===== src/rtl/spi_cdiv_pkg.sv =====
// Shared types for the SPI clock divisor search.
// Assumes nothing beyond being compiled before the modules that import it.
package spi_cdiv_pkg;

    // Control states of the search sequencer.
    typedef enum logic [1:0] {
        ST_IDLE,   // waiting for start
        ST_DIV,    // computing the slowest reachable rate
        ST_LOAD,   // seeding the candidate walker with the limited request
        ST_SCAN    // one candidate per cycle
    } cdiv_state_e;

endpackage


===== src/rtl/cdiv_udiv.sv =====
// Restoring unsigned divider by a constant denominator, one quotient bit per
// cycle. A go pulse captures the numerator; done pulses W cycles later with
// the quotient on quo, which then holds until the next go.
// Assumes DEN >= 1 and DEN < 2**W.
module cdiv_udiv #(
    parameter int W   = 32,
    parameter int DEN = 65024
) (
    input  logic         clk,
    input  logic         rst_n,
    input  logic         go,
    input  logic [W-1:0] num,
    output logic         done,
    output logic [W-1:0] quo
);
    localparam int CW = $clog2(W + 1);

    logic [W:0]    rem_q;
    logic [W-1:0]  q_q;
    logic [CW-1:0] cnt_q;
    logic          run_q;
    logic [W:0]    shifted;
    logic [W:0]    den_w;

    // Next partial remainder: bring down the next numerator bit.
    always_comb begin
        shifted = {rem_q[W-1:0], q_q[W-1]};
        den_w   = (W + 1)'(DEN);
    end

    // Iteration register: one trial subtraction per cycle.
    always_ff @(posedge clk) begin
        if (!rst_n) begin
            rem_q <= '0;
            q_q   <= '0;
            cnt_q <= '0;
            run_q <= 1'b0;
            done  <= 1'b0;
        end else begin
            done <= 1'b0;
            if (go) begin
                rem_q <= '0;
                q_q   <= num;
                cnt_q <= CW'(W);
                run_q <= 1'b1;
            end else if (run_q) begin
                if (shifted >= den_w) begin
                    rem_q <= shifted - den_w;
                    q_q   <= {q_q[W-2:0], 1'b1};
                end else begin
                    rem_q <= shifted;
                    q_q   <= {q_q[W-2:0], 1'b0};
                end
                cnt_q <= cnt_q - CW'(1);
                if (cnt_q == CW'(1)) begin
                    run_q <= 1'b0;
                    done  <= 1'b1;
                end
            end
        end
    end

    assign quo = q_q;

    // the remainder never reaches the denominator between steps.
    a_r4_rem_bound: assert property (@(posedge clk) disable iff (!rst_n)
        run_q |-> (rem_q < den_w));

endmodule


===== src/rtl/cdiv_clamp.sv =====
// Limits a requested rate to [lo, floor(src/2)]. The low bound is applied
// first and the high bound second, so that the high bound wins if they cross.
// Purely combinational.
module cdiv_clamp #(
    parameter int RATE_W = 32
) (
    input  logic [RATE_W-1:0] src,
    input  logic [RATE_W-1:0] want,
    input  logic [RATE_W-1:0] lo,
    output logic [RATE_W-1:0] rate
);
    logic [RATE_W-1:0] hi;

    // Apply both bounds to the request.
    always_comb begin
        hi   = src >> 1;
        rate = want;
        if (rate < lo) rate = lo;
        if (rate > hi) rate = hi;
    end

endmodule


===== src/rtl/cdiv_walk.sv =====
// Candidate walker. After load it presents pair (2,0), and each step_en moves
// it to the next pair in search order. The test floor(src/d) <= r is
// evaluated as src < (r+1)*d. The product is kept in an accumulator that is
// advanced by additions only, so no multiplier or divider is needed per
// candidate.
// Assumes PRE_MAX even with 2 <= PRE_MAX < 2**RES_W, and POST_CNT <= 2**RES_W.
module cdiv_walk #(
    parameter int RATE_W   = 32,
    parameter int PRE_MAX  = 254,
    parameter int POST_CNT = 256,
    parameter int RES_W    = 8
) (
    input  logic              clk,
    input  logic              rst_n,
    input  logic              load,
    input  logic              step_en,
    input  logic [RATE_W-1:0] rate,
    input  logic [RATE_W-1:0] src,
    output logic              hit,
    output logic              last,
    output logic [RES_W-1:0]  pre,
    output logic [RES_W-1:0]  post
);
    localparam int ACC_W = RATE_W + 2 + $clog2(PRE_MAX * POST_CNT + 1);

    logic [RES_W-1:0] pre_q;
    logic [RES_W-1:0] post_q;
    logic [ACC_W-1:0] acc_q;     // (r+1) * pre * (post+1)
    logic [ACC_W-1:0] stride_q;  // (r+1) * pre
    logic [ACC_W-1:0] base2_q;   // (r+1) * 2
    logic [ACC_W-1:0] seed;
    logic [ACC_W-1:0] stride_nx;
    logic             row_end;

    // Seed and next-row values of the running product.
    always_comb begin
        seed      = ACC_W'({1'b0, rate} + (RATE_W + 1)'(1)) << 1;
        stride_nx = stride_q + base2_q;
        row_end   = (post_q == RES_W'(POST_CNT - 1));
    end

    // Walk state: prescaler, post-divider and the matching products.
    always_ff @(posedge clk) begin
        if (!rst_n) begin
            pre_q    <= RES_W'(2);
            post_q   <= '0;
            acc_q    <= '0;
            stride_q <= '0;
            base2_q  <= '0;
        end else if (load) begin
            pre_q    <= RES_W'(2);
            post_q   <= '0;
            acc_q    <= seed;
            stride_q <= seed;
            base2_q  <= seed;
        end else if (step_en) begin
            if (row_end) begin
                pre_q    <= pre_q + RES_W'(2);
                post_q   <= '0;
                stride_q <= stride_nx;
                acc_q    <= stride_nx;
            end else begin
                post_q <= post_q + RES_W'(1);
                acc_q  <= acc_q + stride_q;
            end
        end
    end

    assign hit  = ACC_W'(src) < acc_q;
    assign last = row_end && (pre_q == RES_W'(PRE_MAX));
    assign pre  = pre_q;
    assign post = post_q;

    // the walk stays on the even prescaler grid inside its limits.
    a_r2_grid: assert property (@(posedge clk) disable iff (!rst_n)
        (pre_q[0] == 1'b0) && (pre_q >= RES_W'(2)) &&
        (pre_q <= RES_W'(PRE_MAX)) && (post_q <= RES_W'(POST_CNT - 1)));

    // a step never goes past the last candidate.
    a_r2_no_wrap: assert property (@(posedge clk) disable iff (!rst_n)
        (step_en && !load) |-> !last);

endmodule


===== src/rtl/spi_clkdiv_search.sv =====
// SPI clock divisor search, top level. A start pulse while idle captures the
// input clock rate and the request. With LOW_CLAMP set, the slowest reachable
// rate floor(src/(PRE_MAX*POST_CNT)) is first computed by an iterative
// divider. The request is limited, and the pairs are then tested one per
// cycle until the first match or until the grid is exhausted.
// Assumes start is a synchronous single-cycle strobe; starts while busy are
// dropped.
module spi_clkdiv_search
    import spi_cdiv_pkg::*;
#(
    parameter int RATE_W    = 32,
    parameter int PRE_MAX   = 254,
    parameter int POST_CNT  = 256,
    parameter int RES_W     = 8,
    parameter int LOW_CLAMP = 1
) (
    input  logic              clk,
    input  logic              rst_n,
    input  logic              start,
    input  logic [RATE_W-1:0] src_hz,
    input  logic [RATE_W-1:0] want_hz,
    output logic              busy,
    output logic              done,
    output logic              err,
    output logic [RES_W-1:0]  pre_div,
    output logic [RES_W-1:0]  post_div
);
    localparam int DMAX = PRE_MAX * POST_CNT;

    cdiv_state_e       state_q;
    logic [RATE_W-1:0] src_q;
    logic [RATE_W-1:0] want_q;
    logic [RATE_W-1:0] lo_q;
    logic [RATE_W-1:0] rate_lim;
    logic              div_done;
    logic [RATE_W-1:0] div_quo;
    logic              w_hit;
    logic              w_last;
    logic [RES_W-1:0]  w_pre;
    logic [RES_W-1:0]  w_post;
    logic              w_load;
    logic              w_step;

    // Low-limit variant: a divider, or a fixed zero bound.
    generate
        if (LOW_CLAMP != 0) begin : g_low
            logic div_go;
            assign div_go = (state_q == ST_IDLE) && start;
            cdiv_udiv #(.W(RATE_W), .DEN(DMAX)) u_div (
                .clk  (clk),
                .rst_n(rst_n),
                .go   (div_go),
                .num  (src_hz),
                .done (div_done),
                .quo  (div_quo)
            );
        end else begin : g_nolow
            assign div_done = 1'b0;
            assign div_quo  = '0;
        end
    endgenerate

    cdiv_clamp #(.RATE_W(RATE_W)) u_clamp (
        .src (src_q),
        .want(want_q),
        .lo  (lo_q),
        .rate(rate_lim)
    );

    assign w_load = (state_q == ST_LOAD);
    assign w_step = (state_q == ST_SCAN) && !w_hit && !w_last;

    cdiv_walk #(
        .RATE_W  (RATE_W),
        .PRE_MAX (PRE_MAX),
        .POST_CNT(POST_CNT),
        .RES_W   (RES_W)
    ) u_walk (
        .clk    (clk),
        .rst_n  (rst_n),
        .load   (w_load),
        .step_en(w_step),
        .rate   (rate_lim),
        .src    (src_q),
        .hit    (w_hit),
        .last   (w_last),
        .pre    (w_pre),
        .post   (w_post)
    );

    // Sequencer: capture operands, wait for the bound, scan, report.
    always_ff @(posedge clk) begin
        if (!rst_n) begin
            state_q  <= ST_IDLE;
            src_q    <= '0;
            want_q   <= '0;
            lo_q     <= '0;
            done     <= 1'b0;
            err      <= 1'b0;
            pre_div  <= '0;
            post_div <= '0;
        end else begin
            done <= 1'b0;
            case (state_q)
                ST_IDLE: begin
                    if (start) begin
                        src_q   <= src_hz;
                        want_q  <= want_hz;
                        state_q <= (LOW_CLAMP != 0) ? ST_DIV : ST_LOAD;
                    end
                end
                ST_DIV: begin
                    if (div_done) begin
                        lo_q    <= div_quo;
                        state_q <= ST_LOAD;
                    end
                end
                ST_LOAD: begin
                    state_q <= ST_SCAN;
                end
                default: begin
                    if (w_hit) begin
                        pre_div  <= w_pre;
                        post_div <= w_post;
                        err      <= 1'b0;
                        done     <= 1'b1;
                        state_q  <= ST_IDLE;
                    end else if (w_last) begin
                        err     <= 1'b1;
                        done    <= 1'b1;
                        state_q <= ST_IDLE;
                    end
                end
            endcase
        end
    end

    assign busy = (state_q != ST_IDLE);

    // done lasts one cycle.
    a_r6_done_pulse: assert property (@(posedge clk) disable iff (!rst_n)
        done |=> !done);

    // done marks the cycle in which busy has just dropped.
    a_r6_busy_ends: assert property (@(posedge clk) disable iff (!rst_n)
        done |-> (!busy && $past(busy)));

    // operands held during a search despite new starts.
    a_r7_operands_held: assert property (@(posedge clk) disable iff (!rst_n)
        (busy && start) |=> ($stable(src_q) && $stable(want_q)));

    // divisors move only on a successful completion.
    a_r8_result_hold: assert property (@(posedge clk) disable iff (!rst_n)
        ((pre_div != $past(pre_div)) || (post_div != $past(post_div)))
            |-> (done && !err));

    // a request at or above half the input clock yields the first pair.
    a_r3_top_limit: assert property (@(posedge clk) disable iff (!rst_n)
        (done && !err && (want_q >= (src_q >> 1)))
            |-> ((pre_div == RES_W'(2)) && (post_div == '0)));

    // with the low limit in place, the search cannot fail.
    a_r4_no_fail: assert property (@(posedge clk) disable iff (!rst_n)
        done |-> ((LOW_CLAMP == 0) || !err));

endmodule


===== config.mk =====
export PLATFORM = sky130hd
export DESIGN_NAME = spi_clkdiv_search
export DESIGN_NICKNAME = d
export VERILOG_FILES = /design/src/rtl/spi_cdiv_pkg.sv /design/src/rtl/cdiv_udiv.sv /design/src/rtl/cdiv_clamp.sv /design/src/rtl/cdiv_walk.sv /design/src/rtl/spi_clkdiv_search.sv
export SDC_FILE = /design/constraint.sdc
export NUM_CORES = 1
export LEC_CHECK = 0
export BUFFER_PORTS_ARGS = -buffer_cell sky130_fd_sc_hd__buf_4
export CORE_MARGIN = 2
export CORE_UTILIZATION = 63
export DETAILED_ROUTE_END_ITERATION = 10
export GPL_TIMING_DRIVEN = 0
export PLACE_DENSITY = 0.81
export REMOVE_ABC_BUFFERS = 1
export SYNTH_ARGS = -nofsm -noshare
export SYNTH_HDL_FRONTEND = slang
export SYNTH_SLANG_ARGS = --single-unit

===== constraint.sdc =====
create_clock -name clk -period 7.8 [get_ports clk]
set_clock_uncertainty 0.15 [all_clocks]
set_input_delay 1.56 -clock clk [delete_from_list [all_inputs] [get_ports clk]]
set_output_delay 1.56 -clock clk [all_outputs]
set_load 0.05 [all_outputs]

==> metrics <==
hold path depth=2; H-Tree Level Count=2; max-cap check violation count=0; Max-Slew Margin vs Limit=0.0162; first-pass GRT wire length=100000 µm; total CTS buffers=35; Top Ports=86; # setup viols final=0; hpwl dp=44700 µm; Final Wtd Congestion=1.00; Design Area, Final=24400 µm²; placed cells=3222; FF+latch count, synth=334; Setup CP Type=register to register; Slew Viols, Final=0; most crowded layer after global routing=met2; Avg WL per Cell=19.4 µm; Area after DPL=23100 µm²; fin crit period=7.36 ns; routed via count=21000; post-layout util=0.707; vias in the first global route=19600; R2R depth=29; Area growth syn-to-layout=10.3%; NumNets Final=3062; Routed WL=63800 µm; met2 Usage GRT=0.565; outcome=completed; Leak=9.72 nW; GRT Util Overall=0.338; Worst path max stage delay=0.51 ns; CP required=8.06 ns; setup TNS=0 ns; peak supply drop=270 µV; RSZ-0062 raised after global routing=false; CP arrival=7.63 ns; startpoint types=register; Starting DRT DRC Count=1960; initial antenna violation count=0; launch point of the worst reg-to-reg path=lo_q[15]; # clock sinks=334; top_reg_cell synth=dfxtp_1; Max Buffers Root-to-Sink=3; hold_buf cts=0; Worst-Margin Slew=1.48 ns; pre-CTS setup slack=-0.383 ns; diode count=0; post-synthesis async set-or-reset flop share=0; DR pass1 iterations=7; post-synthesis cell area=22100 µm²; GR Util met1=0.448; drc violations=0; commonest cells after routing, fill and taps aside=nand2_1, dfxtp_1, a21oi_1, nor2_1, ha_1; Core Area=34500 µm²; Tot Pwr=7.73 mW; Vias/cell=6.38; die width=192 µm; Layout Cells excl Fill=3290; met3 Use GR=0.0376; port bufs=84; sequential area share after synthesis=0.302; Cell variety after synth=92; PnR worst setup slack=0.436 ns; syn_area_per_cell=7.91 µm²; Post-synth EDFFs=0; CTS root buffer=clkbuf_16; Fin Hold WS=0.310 ns; Die Span Y=192 µm; reg2reg end=u_walk.stride_q[29]; Hold Path Sink=u_walk.base2_q[20]; latest clock arrival within the worst-skew pair=0.53 ns; Initial Util=0.641; clock-pin slew on the worst setup and hold paths=0.06 ns; layout cell share with drive strength beyond 1=0.101; maximum fanout along the worst path=22; HP Class=register to register; register-to-register setup slack=0.44 ns; CTS tree=built; Rows=68; commonest non-fill, non-tap cell in the layout=nand2_1; die area=36700 µm²; PwrDens=316 nW/µm²; Max Clk Rate=0.136 GHz; synthesized instance count=2802; Worst setup EP type=register; hold_sp=u_walk.base2_q[20]; Setup Fix Bufs, Post-CTS=0; gr ovfl total=0; pin count of the biggest net entering global routing=113; yosys warns=0; Final Hold Fails=0; final period utilization=0.944; CP max stage cell=o211a_1; Routed Antenna Nets=0; Filler cells=2793
per-layer routing:
metal,share of wire,up-vias
met4,0.035,0
met5,0,-
li1,-,10000
met2,0.46,844
met3,0.073,159
met1,0.43,9947
report_power, final:
part	internal (mW)	switching, mW
sequential	1.98	0.305
clock	1.14	0.725
combinational	1.32	2.27
timing repair:
action | in CTS | in global routing
resized for setup | 2 | 2
pin swaps | 1 | 3
gates cloned | 1 | 4
endpoints found under the setup margin | 36 | 36
registers in the layout, indices dropped and copies added, names as in the netlist, 2 cells and up:
signal and cells:
state_q 2, u_walk.post 8, pre_div 7, u_walk.acc_q 50
src_q 32, g_low.u_div.quo 32, post_div 8, g_low.u_div.rem_q 32
u_walk.base2_q 33, u_walk.stride_q 49, lo_q 32, want_q 32
g_low.u_div.cnt_q 6, u_walk.pre 7
layout make-up:
cell class / count / area (µm²) / share of cell area
sequential: 334 / 6690 / 0.274
clock inverter: 13 / 230 / 0.00942
multi-input combinational: 2217 / 14600 / 0.597
clock buffer: 50 / 1040 / 0.0428
tap: 455 / 569 / 0.0233
inverter: 128 / 485 / 0.0199
timing repair buffer: 93 / 833 / 0.0341
cells in the mapped netlist (15+ instances only):
cell type	n	area [µm²]
buf_1	15	56.3
xnor2_1	96	841
o211ai_1	21	158
or3_1	17	106
dfxtp_1	334	6690
o21a_1	42	315
mux2_2	64	721
nor3_1	43	215
nand2_1	395	1480
nor2b_1	27	169
o21ai_1	22	110
clkbuf_1	95	357
nand4_1	46	288
and3_1	27	169
mux2i_1	49	490
a31oi_1	27	169
nand2b_1	18	113
nor2_1	231	867
nor4_1	31	194
a211oi_1	55	413
and2_1	15	93.8
nand3_1	70	350
xor2_1	61	534
a21oi_1	318	1590
inv_1	126	473
o21ai_0	101	505
ha_1	184	2300
a21o_1	49	368
cell families (layout without fill, tap and decap cells):
family	Yosys count	in the layout	share of synthesized area
compound gates	794	794	0.230
xor+xnor	157	157	0.0621
fa+ha+maj	186	186	0.106
buf+inv	256	284	0.0464
flops	334	334	0.302
mux	115	115	0.0560
other cells	1	1	0.000169
simple gates	959	964	0.198
worst max-delay path: cells and delay by family, from the launching register on:
family / cells / cell delay (ns)
multiplexers: 1 / 0.41
buffers and inverters: 3 / 0.21
AO/OA/AOI/OAI: 13 / 3.08
AND/OR/NAND/NOR: 8 / 1.63
XOR/XNOR: 1 / 0.42
adder cells (fa/ha/maj): 3 / 0.98
flip-flops: 1 / 0.36
how the worst max path moves through the flow:
stage,end,slack [ns],start,cells past startpoint
after floorplan,u_walk.base2_q[23],0.73,lo_q[15],27
after global placement,u_walk.acc_q[30],-2.23,rst_n,5
after detailed placement,u_walk.acc_q[29],-0.38,lo_q[15],29
after CTS,u_walk.acc_q[29],0.07,lo_q[13],29
after global routing,u_walk.stride_q[29],0.02,lo_q[15],29
final,u_walk.stride_q[29],0.44,lo_q[15],29
Note: power is estimated with default switching activity, not from simulation.
